--- src/rtl/hcpu_pkg.sv ---
package hcpu_pkg;
  localparam int unsigned DATA_W = 16;
  localparam int unsigned ADDR_W = DATA_W - 1;

  typedef struct packed {
    logic       is_c;
    logic       sel_m;
    logic [5:0] comp;
    logic       wr_a;
    logic       wr_d;
    logic       wr_m;
    logic [2:0] jmp;
  } dec_t;
endpackage

--- src/rtl/hcpu_decode.sv ---
module hcpu_decode
  import hcpu_pkg::*;
#(
  parameter int unsigned W = DATA_W
) (
  input  logic [W-1:0] instr_i,
  output dec_t         dec_o
);
  always_comb begin
    dec_o       = '0;
    dec_o.is_c  = instr_i[W-1];
    if (instr_i[W-1]) begin
      dec_o.sel_m = instr_i[12];
      dec_o.comp  = instr_i[11:6];
      dec_o.wr_a  = instr_i[5];
      dec_o.wr_d  = instr_i[4];
      dec_o.wr_m  = instr_i[3];
      dec_o.jmp   = instr_i[2:0];
    end
  end
endmodule

--- src/rtl/hcpu_alu.sv ---
module hcpu_alu #(
  parameter int unsigned W = 16
) (
  input  logic [W-1:0] x_i,
  input  logic [W-1:0] y_i,
  input  logic [5:0]   comp_i,
  output logic [W-1:0] res_o,
  output logic         zr_o,
  output logic         ng_o
);
  logic [W-1:0] xz, xn, yz, yn, fo;

  always_comb begin
    xz    = comp_i[5] ? '0 : x_i;
    xn    = comp_i[4] ? ~xz : xz;
    yz    = comp_i[3] ? '0 : y_i;
    yn    = comp_i[2] ? ~yz : yz;
    fo    = comp_i[1] ? (xn + yn) : (xn & yn);
    res_o = comp_i[0] ? ~fo : fo;
    zr_o  = (res_o == '0);
    ng_o  = res_o[W-1];
  end
endmodule

--- src/rtl/hcpu_ctrl.sv ---
module hcpu_ctrl #(
  parameter int unsigned AW = 15
) (
  input  logic          clk_i,
  input  logic          rst_ni,
  input  logic          stall_i,
  input  logic          take_i,
  input  logic [AW-1:0] target_i,
  output logic [AW-1:0] pc_o,
  output logic          t2_o
);
  logic [AW-1:0] pc_q, pc_d;
  logic          t2_q;

  always_comb begin
    if (stall_i)     pc_d = pc_q;
    else if (take_i) pc_d = target_i;
    else             pc_d = pc_q + 1'b1;
  end

  always_ff @(posedge clk_i or negedge rst_ni) begin
    if (!rst_ni) begin
      pc_q <= '0;
      t2_q <= 1'b0;
    end else begin
      pc_q <= pc_d;
      t2_q <= stall_i;
    end
  end

  assign pc_o = pc_q;
  assign t2_o = t2_q;
endmodule

--- src/rtl/harvard_cpu.sv ---
module harvard_cpu
  import hcpu_pkg::*;
(
  input  logic              clk_i,
  input  logic              rst_ni,
  output logic [ADDR_W-1:0] pm_addr_o,
  input  logic [DATA_W-1:0] pm_rdata_i,
  output logic              pm_we_o,
  output logic [DATA_W-1:0] wdata_o,
  output logic [ADDR_W-1:0] dm_addr_o,
  input  logic [DATA_W-1:0] dm_rdata_i,
  output logic              dm_we_o
);
  logic [DATA_W-1:0] a_q, d_q, ir_q;
  logic [DATA_W-1:0] instr, m_val, y_op, alu_res;
  logic [ADDR_W-1:0] pc_q, target;
  logic              t2_q, uses_m, code_sel, stall, exec, take, zr, ng;
  dec_t              dec;

  // t2 replays the held instruction while the code port serves the data
  assign instr = t2_q ? ir_q : pm_rdata_i;

  hcpu_decode #(.W(DATA_W)) u_dec (
    .instr_i (instr),
    .dec_o   (dec)
  );

  assign uses_m   = dec.is_c && (dec.sel_m || dec.wr_m);
  assign code_sel = a_q[DATA_W-1];
  assign stall    = !t2_q && uses_m && code_sel;
  assign exec     = !stall;
  assign m_val    = t2_q ? pm_rdata_i : dm_rdata_i;
  assign y_op     = dec.sel_m ? m_val : a_q;

  hcpu_alu #(.W(DATA_W)) u_alu (
    .x_i    (d_q),
    .y_i    (y_op),
    .comp_i (dec.comp),
    .res_o  (alu_res),
    .zr_o   (zr),
    .ng_o   (ng)
  );

  assign take = exec && dec.is_c &&
                ((dec.jmp[2] && ng) || (dec.jmp[1] && zr) || (dec.jmp[0] && !ng && !zr));
  // jump follows the freshly written A
  assign target = dec.wr_a ? alu_res[ADDR_W-1:0] : a_q[ADDR_W-1:0];

  hcpu_ctrl #(.AW(ADDR_W)) u_ctrl (
    .clk_i    (clk_i),
    .rst_ni   (rst_ni),
    .stall_i  (stall),
    .take_i   (take),
    .target_i (target),
    .pc_o     (pc_q),
    .t2_o     (t2_q)
  );

  always_ff @(posedge clk_i or negedge rst_ni) begin
    if (!rst_ni) begin
      a_q  <= '0;
      d_q  <= '0;
      ir_q <= '0;
    end else begin
      if (stall) ir_q <= pm_rdata_i;
      if (exec) begin
        if (!dec.is_c)     a_q <= {1'b0, instr[ADDR_W-1:0]};
        else if (dec.wr_a) a_q <= alu_res;
        if (dec.wr_d)      d_q <= alu_res;
      end
    end
  end

  assign pm_addr_o = t2_q ? a_q[ADDR_W-1:0] : pc_q;
  assign pm_we_o   = t2_q && dec.wr_m;
  assign wdata_o   = alu_res;
  assign dm_we_o   = exec && dec.wr_m && !code_sel;
  assign dm_addr_o = (uses_m && !code_sel) ? a_q[ADDR_W-1:0] : '0;
endmodule

--- config.mk ---
export PLATFORM = sky130hd
export DESIGN_NAME = harvard_cpu
export DESIGN_NICKNAME = d
export VERILOG_FILES = /design/src/rtl/hcpu_pkg.sv /design/src/rtl/hcpu_decode.sv /design/src/rtl/hcpu_alu.sv /design/src/rtl/hcpu_ctrl.sv /design/src/rtl/harvard_cpu.sv
export SDC_FILE = /design/constraint.sdc
export NUM_CORES = 1
export LEC_CHECK = 0
export ABC_AREA = 1
export ABC_CLOCK_PERIOD_IN_PS = 9650
export CAP_MARGIN = 20
export CORE_MARGIN = 2
export CORE_UTILIZATION = 63
export CTS_BUF_LIST = sky130_fd_sc_hd__clkbuf_2 sky130_fd_sc_hd__clkbuf_4 sky130_fd_sc_hd__clkbuf_8
export DETAILED_ROUTE_END_ITERATION = 8
export PLACE_DENSITY = 0.89
export SLEW_MARGIN = 20
export SYNTH_ARGS = -nofsm -noshare
export SYNTH_HDL_FRONTEND = slang
export SYNTH_HIERARCHICAL = 1
export SYNTH_SLANG_ARGS = --single-unit
--- constraint.sdc ---
create_clock -name clk_i -period 9.65 [get_ports clk_i]
set_clock_uncertainty 0.15 [all_clocks]
set_input_delay 1.93 -clock clk_i [delete_from_list [all_inputs] [get_ports clk_i]]
set_output_delay 1.93 -clock clk_i [all_outputs]
set_load 0.01 [all_outputs]
Word-level counts from Yosys, hierarchy flattened:

Index checks and enable logic that the tools add are counted.
Widths: inputs -> output; s select.

* input bits: 34
* word-level logic and storage cells: 53
* output and inout port bits: 48
* bits in registers: 64

* bitwise operators: 5
* mux-type cells: 16
* add/subtract/negate cells: 2
* reductions and logical operators: 24
* eq/ne operators: 1

Operator list (number)
* $mux 16: 11
* $mux 15: 4
* $not 16->16: 3
* $add 16x16->16: 1
* $and 16x16->16: 1
* $logic_not 16->1: 1
* $add 15x1->15 const B: 1
* $logic_and 1x1->1: 13
* $mux 13: 1
* $logic_not 1->1: 5
* $reduce_and 2->1: 2
* $logic_or 1x1->1: 3
* $ne 2x1->1 const B: 1
* $not 1->1: 1

Longest topological paths before layout:

Gate-level depths: netlist of the first run.

* depth after elaboration: 16
* depth in mapped cells: 40
* mapped depth without buffers: 36

Cells and area by module:

The synthesis of the first run kept the hierarchy.

By module, submodules not included
* harvard_cpu: area an instance 3054.2 um^2, cells each 463, seq. area each 1201.2 um^2, times used 1
* hcpu_alu: area an instance 2130.8 um^2, cells each 423, seq. area each 0.0 um^2, times used 1
* hcpu_ctrl: area an instance 1124.8 um^2, cells each 168, seq. area each 400.4 um^2, times used 1
* hcpu_decode: area an instance 116.4 um^2, cells each 28, seq. area each 0.0 um^2, times used 1

Worst setup path before layout of the first run:

OpenSTA, ideal clock, no wires.

* path type: in2out
* start: input port pm_rdata_i[15]
* end: output port wdata_o[15]
* buffers on the path: 4
* data required time: 7.570 ns
* arrival time: 4.682 ns
* setup slack: 2.888 ns
* stages on the path: 22
* cell sequence: inv_1 > o21ai_0 > buf_6 > nand2_1 > inv_1 > clkbuf_1 > buf_2 > xor2_1 > inv_1 > ha_1 > nand2_2 > inv_1 > a21oi_2 > nand2_2 > nand2_1 > nand2_1 > nand2_1 > nand3_2 > nand2_1 > nand2_1 > nand2_2 > buf_4

RTL lines
* start, declared: line harvard_cpu.sv:7 `input logic [DATA_W-1:0] pm_rdata_i,`
* end, declared: line harvard_cpu.sv:9 `output logic [DATA_W-1:0] wdata_o,`

==> impl_results.md, run 1 <==
* Final Cell Area at 0.00731 sq mm
* Top fanout value on the critical path at 33
* CTS Buffer Depth at 2
* CP top delay family: buffers and inverters
* Clock latency on the worst-skew pair at 370 ps
* CP startpoint kind: primary input
* Vias in the first global route at 6546
* Buf/Inv on CP at 8
* PortBufs at 81
* Top-Level Pins at 82
* Hold buffer count at cts at 0
* Placed inst area at 0.00713 sq mm
* Post-CTS setup buffer count at 0
* CP arrival at 6500 ps
* Syn Area/Cell at 5.94 sq um
* Critical path's most frequent cell: nand2_1
* Max Fclk at 117 MHz
* Met1 Track Usage GR at 0.464
* Peak supply drop at 0.173 mV
* H-tree depth at 3
* Min Tclk post-route at 8580 ps
* # rows at 36
* Fillers at 848
* Area growth, synth to finish at 14.0%
* Status: finished, final reports clean
* Total gr overflow at 0
* Routed via count at 7201
* Grt met2 use at 0.574
* Fin Setup TNS at 0 ps
* Share of cells above drive strength 1 at 0.0763
* GRT busiest layer: met2
* Max_cap viols at 0
* Cells after synthesis at 1080
* Clk sinks at 64
* Hold/Removal Path Class: register to register
* Worst R2R Setup Slack at 2580 ps
* Initial antenna violation count at 0
* Drt total wl at 19.5 mm
* Post_cts resized at 0
* Finished Layout Cells at 1260
* Synthesized area at 0.00642 sq mm
* Final nets at 1174
* Post-route DRC at 0
* DRT Pass-1 Iters at 6
* Drt via density at 5.72
* ANT cells at 0
* Cell Pwr Density at 306 mW/mm^2
* Final hold vios at 0
* Gpl congestion at 0.966
* Crit Path Class: primary input to primary output
* Worst Path Required at 7570 ps
* Placed cells at 1244
* Slowest stage delay, CP at 630 ps
* Clock transition at path regs at 80 ps
* Post-DRT Antenna Nets at 0
* Die area at 0.0110 sq mm
* Final Total Pwr at 2240 uW
* CTS tree: yes
* GR Util All Layers at 0.356
* Placeable Area at 0.00982 sq mm
* Post-DP HPWL at 14.0 mm
* Tcrit/Tclk final at 0.889
* Starting density of the core at 0.654
* First-pass GRT wire length at 31.4 mm
* Max-slew violations at 0
* P_leak at 0.00406 uW
* Die Span Y at 105 um
* Wire length per cell at 15.5 um
* Met3 Use GR at 0.0618
* RSZ-0062 raised after global routing: no
* CP max-delay cell: inv_1
* Synth Net Count at 1132
* Worst-Margin Slew at 870 ps
* Slew HR at 0.419
* CTS Buf Count at 9
* Final Hold Slack at 324 ps
* # setup viols final at 0
* CTS root buffer: clkbuf_8
* Die Wd at 105 um
* CP Capture Type: primary output
* Ys Warns at 6
* Largest net degree at the start of global routing at 65
* DR iter-0 viols at 832
-- tightest hold or removal path, cell delays in order (launching register included) --
cell and delay [ps]:
dfrtp_1 350, nand2_1 50, nand2_1 50
-- where the power goes --
part | leakage (uW) | switching, uW | internal, uW | total (uW)
clock network | 0.0000920 | 116 | 110 | 226
logic | 0.00318 | 952 | 576 | 1530
registers | 0.000788 | 94.9 | 392 | 487
-- cells in the final DEF, fill, tap and decap left out, types with 11 or more instances in the layout --
cell type,count
clkbuf_8,11
nand2_1,414
o21ai_0,53
nand3_1,98
nand2_2,13
a21oi_1,26
nor2_1,68
or2_2,15
nand4_1,24
o22ai_1,17
ha_1,17
inv_1,130
xor2_1,31
clkdlybuf4s50_1,80
dfrtp_1,64
-- flip-flops by register name, indices dropped and copies added (netlist names) --
| signal | flops |
|---|---|
| ir_q | 16 |
| u_ctrl/t2_o | 1 |
| u_ctrl/pc_o | 15 |
| a_q | 16 |
| d_q | 16 |
-- stage by stage --
stage	util	worst slack, ps
floorplan	-	2890
global placement	0.726	1330
detailed placement	0.726	1240
CTS	0.745	1230
global route	0.745	756
finish	0.745	1070
-- cell type report --
| class | instances | area (sq um) | share of cell area |
|---|---|---|---|
| Clock buffer | 12 | 159 | 0.0217 |
| Multi-Input combinational cell | 822 | 4000 | 0.547 |
| Inverter | 140 | 526 | 0.0718 |
| Clock inverter | 4 | 28.8 | 0.00393 |
| Timing Repair Buffer | 85 | 836 | 0.114 |
| Sequential cell | 64 | 1600 | 0.219 |
| Tap cell | 133 | 166 | 0.0228 |
-- path summary, 6_finish.rpt --
| path | startpoint | endpoint | cells after the start |
|---|---|---|---|
| worst max register to register | u_ctrl/t2_o | u_ctrl/pc_o[4] | 36 |
| worst min register to register | d_q[1] | d_q[1] | 2 |
| min in group asynchronous | rst_ni | u_ctrl/t2_o | 2 |
| max in group asynchronous | rst_ni | a_q[9] | 2 |
| worst min-delay path | d_q[1] | d_q[1] | 2 |
| worst max-delay path | pm_rdata_i[15] | wdata_o[13] | 25 |
-- per-layer routing --
metal,part of all wire,vias to the layer above
met2,0.46,425
met5,0,-
met1,0.40,3230
met4,0.042,0
met3,0.097,70
li1,-,3476
No activity file was read; power rests on OpenSTA's default activity.
==> inputs of run 2 (changes only) <==
- CORE_UTILIZATION: 63 -> 40
- PLACE_DENSITY: 0.89 -> unset
- REMOVE_ABC_BUFFERS: unset -> 1
==> impl_results.md, run 2 (same netlist as run 1, synthesis figures left out) <==
* Status: finished, final reports clean
* Starting density of the core at 0.407
* DR iter-0 viols at 632
* Post-DP HPWL at 14.6 mm
* PortBufs at 81
* Largest net degree at the start of global routing at 65
* CTS tree: yes
* Drt via density at 5.03
* CP Capture Type: primary output
* DRT Pass-1 Iters at 5
* CTS Buffer Depth at 2
* Worst Path Required at 7570 ps
* GR Util All Layers at 0.248
* Post-CTS setup buffer count at 0
* Hold buffer count at cts at 0
* P_leak at 0.00409 uW
* Crit Path Class: primary input to primary output
* Clk sinks at 64
* Fin Setup TNS at 0 ps
* Commonest non-fill, non-tap cell in the layout: nand2_1
* CTS root buffer: clkbuf_8
* Combinational power share at 0.668
* # setup viols final at 0
* Final Cell Area at 0.00746 sq mm
* Placed inst area at 0.00724 sq mm
* FF-to-FF Start: u_ctrl/t2_o
* Initial antenna violation count at 0
* Total gr overflow at 0
* Tcrit/Tclk final at 0.871
* Top-Level Pins at 82
* # rows at 46
* Critical path's most frequent cell: nand2_1
* CTS Buf Count at 9
* Min Tclk post-route at 8410 ps
* Final core occ at 0.473
* Sw Ratio at 0.507
* Max_cap viols at 0
* Routed via count at 6767
* First-pass GRT wire length at 32.8 mm
* Slew HR at 0.368
* Peak supply drop at 0.126 mV
* Wire length per cell at 15.2 um
* Most frequent cells in the layout: nand2_1, inv_1, nand3_1, clkdlybuf4s50_1, nor2_1
* Die area at 0.0171 sq mm
* Worst Min Path Start: d_q[3]
* Post-DRT Antenna Nets at 0
* Hold/Removal Path Class: register to register
* Top fanout value on the critical path at 19
* Slowest stage delay, CP at 570 ps
* Area growth, synth to finish at 16.2%
* Post_cts resized at 0
* Worst-Margin Slew at 947 ps
* Die Span Y at 131 um
* Cell Pwr Density at 304 mW/mm^2
* Clk pwr share at 0.118
* Clock transition at path regs at 70 ps
* Drt total wl at 20.4 mm
* Clock latency on the worst-skew pair at 380 ps
* CP max-delay cell: clkdlybuf4s50_1
* Max-slew violations at 0
* Placeable Area at 0.0158 sq mm
* CP startpoint kind: primary input
* RSZ-0062 raised after global routing: no
* Vias in the first global route at 6202
* Max Fclk at 119 MHz
* Final hold vios at 0
* Crit path from: pm_rdata_i[15]
* Final nets at 1175
* Share of cells above drive strength 1 at 0.0771
* NetSw at 1150 uW
* ANT cells at 0
* Top Registers: a_q x16, d_q x16, ir_q x16
* Pint at 1120 uW
* Post-route DRC at 0
* Die Wd at 131 um
* Flop pwr share at 0.214
* CP arrival at 6330 ps
* Gpl congestion at 0.894
* H-tree depth at 3
==> run 2: path summary, 6_finish.rpt <==
check                            endpoint  slack [ps]  cells past startpoint
max                           wdata_o[10]        1240                     26
min                                d_q[3]         320                      2
max reg2reg                u_ctrl/pc_o[4]        2830                     36
min reg2reg                        d_q[3]         320                      2
max in group asynchronous          d_q[3]        7160                      2
min in group asynchronous  u_ctrl/pc_o[5]        1600                      2
==> run 2: metal layers <==
layer,up-vias,routed length (um),track usage
li1,3456,-,-
met1,3078,9770,0.354
met2,205,9180,0.394
met3,28,1120,0.0371
met4,0,382,0.0688
met5,-,0,0
==> run 2: power groups by stage <==
stage	clock network (uW)	logic [uW]	registers, uW
2_1_floorplan	0	1040	467
3_3_place_gp	0	1500	487
3_5_place_dp	0	1500	488
4_1_cts	273	1510	483
5_1_grt	283	1720	502
6_report	268	1520	485
==> run 2: metrics by stage <==
step	hold slack [ps]	power, uW	instances	setup slack (ps)
finish	322	2270	1344	1240
global route	341	2510	1344	792
CTS	326	2270	1344	1260
detailed placement	309	1990	1328	1270
global placement	305	1980	1328	1380
floorplan	292	1510	1026	1910
==> run 2: final cells by class <==
type,instances,area [sq um]
clock buffers,14,186
clock inverters,2,35.0
fillers,1687,8310
inverters,140,526
multi-input cells,822,4000
flip-flops and latches,64,1600
well taps,216,270
repair buffers,86,843
==> run 2: worst max-delay path, delay by kind of cell <==
| kind | cells | cell delay, ps |
|---|---|---|
| adder cells (fa/ha/maj) | 2 | 690 |
| XOR/XNOR | 1 | 150 |
| buffers and inverters | 7 | 2130 |
| AND/OR/NAND/NOR | 13 | 1050 |
| AO/OA/AOI/OAI | 3 | 370 |
